## config.mk

```make
export PLATFORM = sky130hd
export DESIGN_NAME = sector_erase_accum
export DESIGN_NICKNAME = d
export VERILOG_FILES = /design/src/rtl/sea_pkg.sv /design/src/rtl/sea_tick_timer.sv /design/src/rtl/sea_sector_set.sv /design/src/rtl/sector_erase_accum.sv
export SDC_FILE = /design/constraint.sdc
export NUM_CORES = 1
export LEC_CHECK = 0
export BUFFER_PORTS_ARGS = -buffer_cell sky130_fd_sc_hd__buf_4
export CAP_MARGIN = 10
export CORE_ASPECT_RATIO = 1.1
export CORE_UTILIZATION = 30
export CTS_CLUSTER_SIZE = 20
export DETAILED_ROUTE_END_ITERATION = 7
export PLACE_DENSITY = 0.52
export SETUP_SLACK_MARGIN = 0.05
export SLEW_MARGIN = 20
export SYNTH_ARGS = -nofsm -noshare
export SYNTH_HDL_FRONTEND = slang
export SYNTH_SLANG_ARGS = --single-unit
```

## constraint.sdc

```tcl
create_clock -name clk -period 1.9 [get_ports clk]
set_input_delay 0.095 -clock clk [delete_from_list [all_inputs] [get_ports clk]]
set_output_delay 0.095 -clock clk [all_outputs]
set_load 0.03 [all_outputs]
```

## src/rtl/sea_pkg.sv

```systemverilog
package sea_pkg;

    typedef enum logic [1:0] {
        ST_IDLE   = 2'd0,
        ST_WINDOW = 2'd1,
        ST_ERASE  = 2'd2,
        ST_HOLD   = 2'd3
    } sea_state_e;

    typedef struct packed {
        sea_state_e state;
        logic       start;
    } sea_ctrl_t;

endpackage

```

## src/rtl/sea_tick_timer.sv

```systemverilog
module sea_tick_timer #(
    parameter int LIMIT = 50
) (
    input  logic clk,
    input  logic rst_n,
    input  logic run,
    input  logic restart,
    input  logic tick,
    output logic expire
);
    localparam int CW = (LIMIT < 2) ? 1 : $clog2(LIMIT + 1);
    localparam logic [CW-1:0] LAST = CW'(LIMIT - 1);

    typedef struct packed {
        logic [CW-1:0] cnt;
    } tmr_t;

    tmr_t tmr_d, tmr_q;

    assign expire = run && tick && !restart && (tmr_q.cnt == LAST);

    always_comb begin
        tmr_d = tmr_q;
        if (!run || restart) begin
            tmr_d.cnt = '0;
        end else if (tick) begin
            tmr_d.cnt = expire ? '0 : tmr_q.cnt + 1'b1;
        end
    end

    always_ff @(posedge clk or negedge rst_n) begin
        if (!rst_n) tmr_q <= '0;
        else        tmr_q <= tmr_d;
    end
endmodule

```

## src/rtl/sea_sector_set.sv

```systemverilog
module sea_sector_set #(
    parameter int NSEC = 16,
    localparam int IW = $clog2(NSEC)
) (
    input  logic            clk,
    input  logic            rst_n,
    input  logic            add,
    input  logic [IW-1:0]   idx,
    input  logic            clear,
    output logic [NSEC-1:0] map
);
    typedef struct packed {
        logic [NSEC-1:0] bits;
    } set_t;

    set_t set_d, set_q;
    logic [NSEC-1:0] hit;

    for (genvar g = 0; g < NSEC; g++) begin : g_dec
        assign hit[g] = add && (idx == IW'(g));
    end

    always_comb begin
        set_d = set_q;
        if (clear) set_d.bits = '0;
        else       set_d.bits = set_q.bits | hit;
    end

    always_ff @(posedge clk or negedge rst_n) begin
        if (!rst_n) set_q <= '0;
        else        set_q <= set_d;
    end

    assign map = set_q.bits;
endmodule

```

## src/rtl/sector_erase_accum.sv

```systemverilog
module sector_erase_accum #(
    parameter int NSEC    = 16,
    parameter int TIMEOUT = 50,
    localparam int IW = $clog2(NSEC)
) (
    input  logic            clk,
    input  logic            rst_n,
    input  logic            us_tick,
    input  logic            se_cmd,
    input  logic [IW-1:0]   se_sector,
    input  logic            susp_cmd,
    input  logic            other_cmd,
    input  logic            erase_end,
    output logic [NSEC-1:0] sector_map,
    output logic            timer_expired,
    output logic            erase_start,
    output logic            erase_held
);
    import sea_pkg::*;

    sea_ctrl_t ctl_d, ctl_q;
    logic in_idle, in_win, busy;
    logic add, clear, any_cmd, expire;

    assign in_idle = (ctl_q.state == ST_IDLE);
    assign in_win  = (ctl_q.state == ST_WINDOW);
    assign busy    = (ctl_q.state == ST_ERASE) || (ctl_q.state == ST_HOLD);
    assign any_cmd = se_cmd || susp_cmd || other_cmd;

    assign add   = (in_idle && se_cmd) ||
                   (in_win && se_cmd && !susp_cmd && !other_cmd);
    assign clear = (in_win && other_cmd) || (busy && erase_end);

    sea_tick_timer #(.LIMIT(TIMEOUT)) u_timer (
        .clk     (clk),
        .rst_n   (rst_n),
        .run     (in_win),
        .restart (any_cmd),
        .tick    (us_tick),
        .expire  (expire)
    );

    sea_sector_set #(.NSEC(NSEC)) u_set (
        .clk   (clk),
        .rst_n (rst_n),
        .add   (add),
        .idx   (se_sector),
        .clear (clear),
        .map   (sector_map)
    );

    always_comb begin
        ctl_d       = ctl_q;
        ctl_d.start = 1'b0;
        unique case (ctl_q.state)
            ST_IDLE: begin
                if (se_cmd) ctl_d.state = ST_WINDOW;
            end
            ST_WINDOW: begin
                if (other_cmd)     ctl_d.state = ST_IDLE;
                else if (susp_cmd) ctl_d.state = ST_HOLD;
                else if (expire) begin
                    ctl_d.state = ST_ERASE;
                    ctl_d.start = 1'b1;
                end
            end
            ST_ERASE: begin
                if (erase_end)     ctl_d.state = ST_IDLE;
                else if (susp_cmd) ctl_d.state = ST_HOLD;
            end
            ST_HOLD: begin
                if (erase_end)     ctl_d.state = ST_IDLE;
            end
            default: ctl_d.state = ST_IDLE;
        endcase
    end

    always_ff @(posedge clk or negedge rst_n) begin
        if (!rst_n) ctl_q <= '{state: ST_IDLE, start: 1'b0};
        else        ctl_q <= ctl_d;
    end

    assign timer_expired = busy;
    assign erase_start   = ctl_q.start;
    assign erase_held    = (ctl_q.state == ST_HOLD);
endmodule

```

Word level (Yosys, flattened, before mapping)
Cells that the tools add are included.
{"block": "totals", "regBits": 25, "mem_bits_ro": 0, "wordCells": 83, "mem_count": 0, "output_inout_bits": 19, "in_bits": 11, "ram_bits": 0, "latchBits": 0}
{"block": "classes", "n_addsub": 1, "order_cmp": 0, "mux": 15, "reduce_logical": 39, "n_eq_ne": 23, "mul": 0, "div_mod_pow": 0, "bitwise_logic": 1, "shift": 0}
{"operator": "== test 4 bit, second input constant", "count": 8}
{"operator": "logical AND 1 bit", "count": 25}
{"operator": "two-way mux 6 bit", "count": 3}
{"operator": "== test 4 x 3 -> 1 bit, second input constant", "count": 4}
{"operator": "two-way mux 16 bit", "count": 1}
{"operator": "bitwise OR 16 bit", "count": 1}
{"operator": "two-way mux 2 bit", "count": 6}
{"operator": "== test 4 x 2 -> 1 bit, second input constant", "count": 2}
{"operator": "one-hot mux 2 bit (4 select lines)", "count": 1}
{"operator": "adder 6 x 1 -> 6 bit, second input constant", "count": 1}
{"operator": "== test 6 bit, second input constant", "count": 1}
{"operator": "logical OR 1 bit", "count": 6}
{"operator": "== test 2 bit, second input constant", "count": 2}
{"operator": "== test 4 x 1 -> 1 bit, second input constant", "count": 1}
{"operator": "zero test 1 bit", "count": 4}
{"operator": "zero test 4 bit", "count": 1}
{"operator": "!= test 2 bit, second input constant", "count": 2}
{"operator": "!= test 4 x 3 -> 1 bit, second input constant", "count": 1}
{"operator": "AND reduction 4 bit", "count": 1}
{"operator": "two-way mux 1 bit", "count": 3}
{"operator": "two-way mux 3 bit", "count": 1}
{"operator": "!= test 3 bit, second input constant", "count": 1}
{"operator": "== test 2 x 1 -> 1 bit, second input constant", "count": 1}
{"operator": "zero test 2 bit", "count": 1}
{"operator": "nonzero test 2 bit", "count": 1}

Logic depth before layout (Yosys ltp)
Gate-level depths: netlist of the first run.
{"block": "depth", "word_depth": 9, "ltp_mapped": 5, "ltp_nobuf": 5}

By module
Synthesis of the first run repeated with hierarchy kept, for this count alone.
{"block": "unflattened", "hier_cells": 123, "area_unflattened_um2": 1256.2}
{"mod": "sea_sector_set", "instances": 1, "seq_area_each_um2": 400.4, "cells_per_inst": 58, "area_per_inst_um2": 650.6}
{"mod": "sea_tick_timer", "instances": 1, "seq_area_each_um2": 150.1, "cells_per_inst": 45, "area_per_inst_um2": 401.6}
{"mod": "sector_erase_accum", "instances": 1, "seq_area_each_um2": 75.1, "cells_per_inst": 20, "area_per_inst_um2": 203.9}

Least setup slack after synthesis of the first run
No wires, ideal clock.
{"block": "synth_path", "kind": "reg2reg", "start": "reg u_timer.tmr_q[1] (netlist name)", "end": "reg ctl_q[1] (netlist name)", "path_slack_ns": 0.267, "setup_ns": 0.124, "t_required_ns": 1.776, "stages_incl_launch_ff": 6, "t_arrival_ns": 1.509, "path_buffers": 0, "period_less_slack_ns": 1.633, "path_cell_list": "dfrtp_1 inv_1 ha_1 nand4b_2 or4_1 a211o_1"}
{"block": "synth_via", "elab_chain_cells": 4}
{"item": "start: declaration", "line": "sea_tick_timer.sv:18", "rtl": "tmr_t tmr_d, tmr_q;"}
{"item": "start signal: assignment", "line": "sea_tick_timer.sv:33", "rtl": "else tmr_q <= tmr_d;"}
{"item": "== test 6 bit", "line": "sea_tick_timer.sv:20", "rtl": "assign expire = run && tick && !restart && (tmr_q.cnt == LAST);"}
{"item": "logical AND 1 bit", "line": "sea_tick_timer.sv:20"}
{"item": "!= test 4 x 3 -> 1 bit (no source line)"}
{"item": "AND reduction 4 bit (no source line)"}
{"item": "end signal: assignment", "line": "sector_erase_accum.sv:79", "rtl": "if (!rst_n) ctl_q <= '{state: ST_IDLE, start: 1'b0};"}
{"item": "end signal: assignment", "line": "sector_erase_accum.sv:80", "rtl": "else ctl_q <= ctl_d;"}
{"item": "end: declaration", "line": "sector_erase_accum.sv:21", "rtl": "sea_ctrl_t ctl_d, ctl_q;"}
No other way between the ends.
A chain may end at the register's enable or synchronous reset.

==> flow_summary.toml, run 1 <==
[clock_tree]
clk_path_buf_depth = 2
clk_pin_slew_ns = 0.09
cts-htree-levels = 1
clock_sinks = 25
root_buffer = "clkbuf_8"
numCtsBuffers = 3
cts_tree = "yes"
clk_latency_ns = 0.26

[sta]
finalSetupViolCount = 0
period_share_pct = 86.7
worst_slack_ns = 0.253
skew_ns = 0.00283
fmax_ghz = 0.607
min_period_ns = 1.65
hold_viol_final = 0
rsz0062_at_grt = "no"
relSlewSlack_pct = 64.7
setup_tns_ns = 0
final_max_slew_viol_count = 0
whs_ns = 0.108
worstMarginPinSlew_ns = 0.530

[logic_synthesis]
synth_edf_count = 0
netlist_instances = 120
synth_seq_cells = 25
synth_top_area_share_pct = 50.9
synth_common_cells = "dfrtp_1 (25), nor2_1 (12), a31oi_1 (7), inv_1 (7)"
synth_flop_cell = "dfrtp_1"
ys_top_cells_by_area = "dfrtp_1 (51%), o2bb2ai_1 (4.3%), nor2_1 (3.7%), a31oi_1 (3.6%), nor2b_1 (3.1%)"
netlist_area_um2 = 1230
yosysUniqueCellTypes = 38
yosysMostFrequentCell = "dfrtp_1"
seq_area_frac_synth_pct = 50.9
synthArstFlopShare_pct = 100
syn_nets = 133
yosysTopAreaCell = "dfrtp_1"
yosys_warnings = 0
avgSynthCellArea_um2 = 10.2

[route]
wl_per_cell_um = 13.1
antenna_left = 0
vias = 1030
drc_errors = 0
wl_um = 2670
drt_iter0_markers = 45
via_per_inst = 5.07
dr.pass1.iters = 4

[setup_path]
crit_chain = "or3b_1 > or3_1 > nor4_4"
slowest_stage = "or3_1"
crit_required_ns = 2.07
worstSetupEndpointType = "register"
crit_start = "ctl_q[1]"
critPathKind = "register to register"
cp_top_family = "simple AND/OR/NAND/NOR gates"
r2r_setup_slack_ns = 0.25
worst-path-buf-inv = 0
r2r-start = "ctl_q[1]"
cp_max_fo = 7
arrival_ns = 1.82
critPathLaunchType = "register"
max_stage_delay_ns = 0.48

[global_route]
grt_first_pass_wirelength_um = 4530
gr-max-usage-layer = "met2"
overflow = 0
grt_max_degree = 26
met2_usage_pct = 22.0
antenna_found_initial = 0
first_global_vias = 1022
met3_usage_pct = 2.15
grtUsageTotal_pct = 12.9
grt_use_met1_pct = 16.5

[worst_hold_path]
min_from = "se_sector[1]"
min_path_type = "input port to register"

[die]
die_width_um = 63.1
core_um2 = 3930
dieHeight_um = 69.2
io_pins = 30
dieArea_um2 = 4360
start_util_pct = 31.3
std_cell_rows = 24

[place]
dpl-instance-area_um2 = 1520
hpwl_um = 1970
post-place-ws_ns = 0.280
gp_congestion = 0.772
portBuffers = 29

[final_layout]
syn_to_final_growth_pct = 27.7
layout.nets = 165
final_core_util_pct = 39.9
post_route_cells_drive_above_1_share_pct = 25.8
fillers = 394
design_area_um2 = 1570
n_antenna_cell = 0

[power]
power_density_nw_per_um2 = 988
vdd_drop_max_v = 0.000264
leakage_nw = 0.735

[status]
status = "finished, final reports clean"

[job]
drv_cap = 0
-- cell families after synthesis --
| family | Yosys count | synth area share (%) |
|---|---|---|
| fa+ha+maj | 2 | 2.03 |
| simple gates | 44 | 22.1 |
| compound gates | 34 | 19.9 |
| flops | 25 | 50.9 |
| xor+xnor | 1 | 0.712 |
| buf+inv | 14 | 4.37 |
-- worst reg2reg max path, cell delays in order, from the launching register on --
cell,delay (ns)
dfrtp_1,0.42
or3b_1,0.41
or3_1,0.48
nor4_4,0.24
-- per-layer routing --
| layer | wire, um | vias up |
|---|---|---|
| met4 | 0 | 0 |
| met1 | 1220 | 501 |
| met5 | 0 | - |
| li1 | - | 502 |
| met2 | 1330 | 27 |
| met3 | 125 | 0 |
-- through the flow --
stage               power (mW)  std cells
CTS                       1.57        203
finish                    1.55        203
global placement          1.25        198
detailed placement        1.26        198
floorplan                 1.04        120
global route              1.65        203
-- cell type report --
type / instances / area, um^2 / share of cell area, %
Clock buffer: 4 / 45.0 / 2.87
Inverter: 7 / 26.3 / 1.67
Multi-Input combinational cell: 81 / 551 / 35.1
Sequential cell: 25 / 626 / 39.8
Tap cell: 52 / 65.1 / 4.14
Timing Repair Buffer: 34 / 258 / 16.4
-- cell usage in the layout, fill, tap and decap left out --
master / n
and4b_1: 1
xor2_1: 1
dlygate4sd3_1: 1
o21ai_0: 3
o21ai_1: 1
a22o_1: 1
o32ai_1: 2
nand2b_1: 3
nand4b_2: 1
o211ai_1: 1
o211a_1: 1
and2_1: 1
nand2_1: 6
nand3b_1: 2
a31oi_1: 7
nor4_4: 1
or4_1: 2
dfrtp_1: 25
or3_1: 1
nor4bb_1: 1
or3b_2: 1
a22oi_1: 1
o2bb2ai_1: 6
or3b_1: 1
clkbuf_1: 1
ha_1: 2
nand4_1: 2
a41oi_1: 2
nor2b_1: 6
nand4b_1: 1
nand3_1: 2
a211o_1: 1
a21oi_1: 5
o221ai_1: 1
a2bb2oi_1: 2
buf_4: 33
clkbuf_8: 3
inv_1: 7
nor2_1: 12
-- sequential cells by signal, indices dropped and copies added, names as in the netlist --
| signal | cells |
|---|---|
| u_timer.tmr_q | 6 |
| erase_start | 1 |
| u_set.map | 16 |
| ctl_q | 2 |
-- what timing repair did --
item                      CTS  global route
gates resized for setup     0             0
buffers inserted            0             0
hold endpoints to repair   25             0
hold buffers                1             0
-- where the power goes --
group	switching, mW	internal, mW
clock network	0.159	0.149
logic	0.353	0.225
registers	0.0517	0.612
-- worst paths after layout --
kind,endpoint,cells after the start
max,erase_start,3
min,u_set.map[0],2
max reg2reg,erase_start,3
min reg2reg,u_set.map[5],1
max in group asynchronous,u_set.map[14],2
min in group asynchronous,u_set.map[1],2
Note: power is estimated with default switching activity, not from simulation.
==> run 2: changes to the inputs <==
- PLACE_DENSITY: 0.52 -> not set
==> flow_summary.toml, run 2 (synthesis results as in run 1) <==
[status]
status = "finished, final reports clean"

[route]
dr_wl_met3_um = 144
antenna_left = 0
wl_um = 2700
vias = 1048
routed-wl-met2_um = 1340
m1WireLength_um = 1200
drt_iter0_markers = 48
drc_errors = 0
dr.pass1.iters = 4
via_per_inst = 5.16
wl_per_cell_um = 13.3
routed.top_layer = "met4"

[final_layout]
largest_reg_flops = 16
design_area_um2 = 1570
seqCellArea_um2 = 626
post_route_cells_drive_above_1_share_pct = 26.5
final_cells = 203
layout.nets = 165
most-common-layout-cells = "buf_4 (33), dfrtp_1 (25), nor2_1 (12)"
multi_input_area_um2 = 551
syn_to_final_growth_pct = 27.8
fillers = 387
layout_commonest_cell = "buf_4"
n_antenna_cell = 0

[die]
core_um2 = 3930
std_cell_rows = 24
start_util_pct = 31.3
dieHeight_um = 69.2
dieArea_um2 = 4360
die_width_um = 63.1
io_pins = 30

[global_route]
grt_max_degree = 26
overflow = 0
grt_first_pass_wirelength_um = 4690
first_global_vias = 1038
grtUsageTotal_pct = 13.3
antenna_found_initial = 0

[setup_path]
crit_start = "ctl_q[1]"
critPathLaunchType = "register"
cp_max_fo = 7
r2r_setup_slack_ns = 0.26
critPathKind = "register to register"
worstSetupEndpointType = "register"
crit_required_ns = 2.08
r2r-start = "ctl_q[1]"
arrival_ns = 1.82

[job]
drv_cap = 0

[sta]
fmax_ghz = 0.609
final_max_slew_viol_count = 0
setup_tns_ns = 0
hold_viol_final = 0
min_period_ns = 1.64
skew_ns = 0.00141
finalSetupViolCount = 0
worstMarginPinSlew_ns = 0.503
period_share_pct = 86.4
rsz0062_at_grt = "no"
relSlewSlack_pct = 66.5

[power]
vdd_drop_max_v = 0.000349
leakage_nw = 0.737
power_density_nw_per_um2 = 988

[place]
gp_congestion = 0.796
portBuffers = 29
dp_cells = 198
hpwl_um = 2050
dpl-instance-area_um2 = 1520

[clock_tree]
clk_path_buf_depth = 2
clk_pin_slew_ns = 0.08
cts_resized = 0
clock_sinks = 25
clk_latency_ns = 0.26
cts_tree = "yes"
root_buffer = "clkbuf_8"
cts-htree-levels = 1
numCtsBuffers = 3

[worst_hold_path]
min_from = "se_sector[0]"
min_path_type = "input port to register"
==> run 2: cell types whose count changed in the layout (fill, tap and decap cells not counted), sizes merged <==
cell,change
clkinv,+1
clkbuf,-1
==> run 2: worst paths after layout <==
path,endpoint,cells past startpoint
hold / removal,u_set.map[0],2
setup reg to reg,erase_start,3
hold reg to reg,u_set.map[1],1
setup / recovery,erase_start,3
max in group asynchronous,u_timer.tmr_q[3],2
min in group asynchronous,u_set.map[4],2
==> run 2: area by class of cell <==
cell class                      instances  share of cell area [%]
Inverter                                7                    1.67
Sequential cell                        25                    39.8
Timing Repair Buffer                   34                    16.4
Multi-Input combinational cell         81                    35.0
Clock inverter                          1                   0.318
Tap cell                               52                    4.14
Clock buffer                            3                    2.63
==> run 2: per-layer routing <==
metal	vias to the layer above	track usage (%)
li1	505	-
met1	509	16.8
met2	32	22.7
met3	2	2.32
met4	0	4.13
met5	-	0
==> run 2: metrics by stage <==
step | util, % | setup WS (ns) | hold slack, ns | total power [mW]
after floorplan | - | 0.267 | -0.201 | 1.04
after global placement | 38.5 | 0.319 | 0.0151 | 1.24
after detailed placement | 38.5 | 0.285 | 0.0151 | 1.26
after CTS | 39.9 | 0.245 | 0.101 | 1.57
after global routing | 39.9 | 0.177 | 0.104 | 1.65
final | 39.9 | 0.258 | 0.108 | 1.55
==> run 2: power breakdown <==
part / switching (mW) / internal [mW]
sequential: 0.0550 / 0.613
clock: 0.159 / 0.146
combinational: 0.354 / 0.225
==> run 2: timing repair <==
item / in CTS / in global routing
hold endpoints to repair: 25 / 0
hold buffers: 1 / 0
buffers inserted: 0 / 0
==> run 2: critical path, stage by stage (launching register included) <==
cell	delay, ns
dfrtp_1	0.42
or3b_1	0.42
or3_1	0.48
nor4_4	0.24
==> run 3: changes to the inputs <==
- RECOVER_POWER: not set -> 50
- SYNTH_HIERARCHICAL: not set -> 1
==> flow_summary.toml, run 3 <==
[logic_synthesis]
synth_flop_cell = "dfrtp_1"
synth_common_cells = "dfrtp_1 (25), inv_1 (18), o22ai_1 (15)"
netlist_instances = 123
syn_nets = 136
yosysMostFrequentCell = "dfrtp_1"
ys_top_cells_by_area = "dfrtp_1 (50%), o22ai_1 (7.5%), inv_1 (5.4%), nand2b_1 (2.5%), ha_1 (2.0%)"
synthArstFlopShare_pct = 100
yosysUniqueCellTypes = 40
seq_area_frac_synth_pct = 49.8
avgSynthCellArea_um2 = 10.2
synth_seq_cells = 25
synth_edf_count = 0
synth_top_area_share_pct = 49.8
yosysTopAreaCell = "dfrtp_1"
netlist_area_um2 = 1260
yosys_warnings = 6

[clock_tree]
clk_latency_ns = 0.27
root_buffer = "clkbuf_8"
numCtsBuffers = 3
clk_pin_slew_ns = 0.09
clk_path_buf_depth = 2
cts-htree-levels = 1
clock_sinks = 25
cts_resized = 0
cts_tree = "yes"

[setup_path]
max_stage_delay_ns = 0.46
r2r-start = "ctl_q[1]"
critPathKind = "register to register"
critPathLaunchType = "register"
worstSetupEndpointType = "register"
slowest_stage = "or3b_1"
worst-path-buf-inv = 0
crit_required_ns = 2.09
crit_chain = "nor2b_2 > a22o_1 > or3b_1 > o22ai_1"
cp_max_fo = 11
arrival_ns = 1.84
crit_start = "ctl_q[1]"
cp_top_family = "simple AND/OR/NAND/NOR gates"

[die]
std_cell_rows = 24
dieHeight_um = 69.9
core_um2 = 3990
dieArea_um2 = 4450
io_pins = 30
start_util_pct = 31.5
die_width_um = 63.7

[final_layout]
n_antenna_cell = 0
seqCellArea_um2 = 626
fillers = 420
post_route_cells_drive_above_1_share_pct = 22.1
layout_commonest_cell = "dfrtp_1"
syn_to_final_growth_pct = 22.8
layout.nets = 168
largest_reg_flops = 16
most-common-layout-cells = "dfrtp_1 (25), buf_4 (21), inv_1 (18)"
multi_input_area_um2 = 531
final_cells = 206

[sta]
min_period_ns = 1.65
rsz0062_at_grt = "no"
skew_ns = 0.00334
final_max_slew_viol_count = 0
worst_slack_ns = 0.251
setup_tns_ns = 0
hold_viol_final = 0
relSlewSlack_pct = 9.02
finalSetupViolCount = 0
fmax_ghz = 0.607
worstMarginPinSlew_ns = 1.36
period_share_pct = 86.8

[global_route]
first_global_vias = 1029
grtUsageTotal_pct = 12.9
overflow = 0
antenna_found_initial = 0
grt_first_pass_wirelength_um = 4600
grt_max_degree = 26

[route]
antenna_left = 0
drc_errors = 0
via_per_inst = 4.82
dr.pass1.iters = 4
wl_per_cell_um = 12.8
drt_iter0_markers = 44
vias = 992
wl_um = 2650

[power]
power_density_nw_per_um2 = 951
leakage_nw = 0.649
power_mw = 1.47
vdd_drop_max_v = 0.000600

[place]
gp_congestion = 0.822
portBuffers = 29
post-place-ws_ns = 0.192
dp_cells = 200
hpwl_um = 1940

[worst_hold_path]
min_path_type = "input port to register"
min_from = "susp_cmd"

[status]
status = "finished, final reports clean"

[job]
drv_cap = 0
-- run 3: cell types whose count changed after synthesis, moves of 3 or more --
cell / previous run / this run
nor2b_1: 6 / 3
clkbuf_1: 4 / 1
nor2_1: 12 / 3
inv_1: 7 / 18
o2bb2ai_1: 6 / 0
o22ai_1: 0 / 15
a31oi_1: 7 / 1
-- run 3: worst paths after layout --
path / end / slack, ns / cells after the start
worst max-delay path: u_set/map[13] / 0.25 / 4
max in group asynchronous: u_set/map[4] / 0.44 / 2
min in group asynchronous: u_set/map[15] / 0.66 / 2
worst min register to register: u_set/map[11] / 0.54 / 2
worst max register to register: u_set/map[13] / 0.25 / 4
worst min-delay path: erase_start / 0.009 / 2
-- run 3: stage by stage --
stage	area (um^2)	hold slack [ns]	util, %
5_1_grt	1540	0.00897	38.6
6_report	1540	0.00883	38.6
3_5_place_dp	1510	0.0209	37.9
2_1_floorplan	1260	-0.201	-
4_1_cts	1570	0.00235	39.4
3_3_place_gp	1510	0.0157	37.9
-- run 3: worst reg2reg max path: cells and delay by family (launching register included) --
| kind | cells | cell delay, ns |
|---|---|---|
| compound gates | 2 | 0.47 |
| simple gates | 2 | 0.66 |
| flops | 1 | 0.43 |
-- run 3: what timing repair did --
action / 4_1_cts / 5_1_grt
hold buffers: 1 / 0
setup endpoints to repair: 0 / 1
hold endpoints to repair: 25 / 0
setup buffers: 0 / 1
-- run 3: cell type report --
| cell class | count | area share [%] |
|---|---|---|
| Clock buffer | 3 | 2.68 |
| Clock inverter | 1 | 0.487 |
| Inverter | 18 | 4.38 |
| Multi-Input combinational cell | 75 | 34.4 |
| Sequential cell | 25 | 40.6 |
| Tap cell | 52 | 4.22 |
| Timing Repair Buffer | 32 | 13.3 |
-- run 3: logic make-up (layout without fill, tap and decap cells) --
logic type / count (synthesis) / after routing / synth area share, %
fa+ha+maj: 2 / 2 / 1.99
mux: 1 / 1 / 0.797
xor+xnor: 1 / 1 / 0.697
simple gates: 39 / 39 / 21.8
flops: 25 / 25 / 49.8
buf+inv: 23 / 54 / 7.97
compound gates: 32 / 32 / 16.9
-- run 3: metal layers --
layer  wire length (um)  global-route usage (%)
met1               1140                    15.9
met2               1330                    22.2
met3                171                    4.41
met4                  0                    1.52
met5                  0                       0
-- run 3: power breakdown --
group | switching, mW | total [mW] | internal, mW
Combinational | 0.305 | 0.496 | 0.191
Clock | 0.173 | 0.321 | 0.149
Sequential | 0.0529 | 0.650 | 0.597
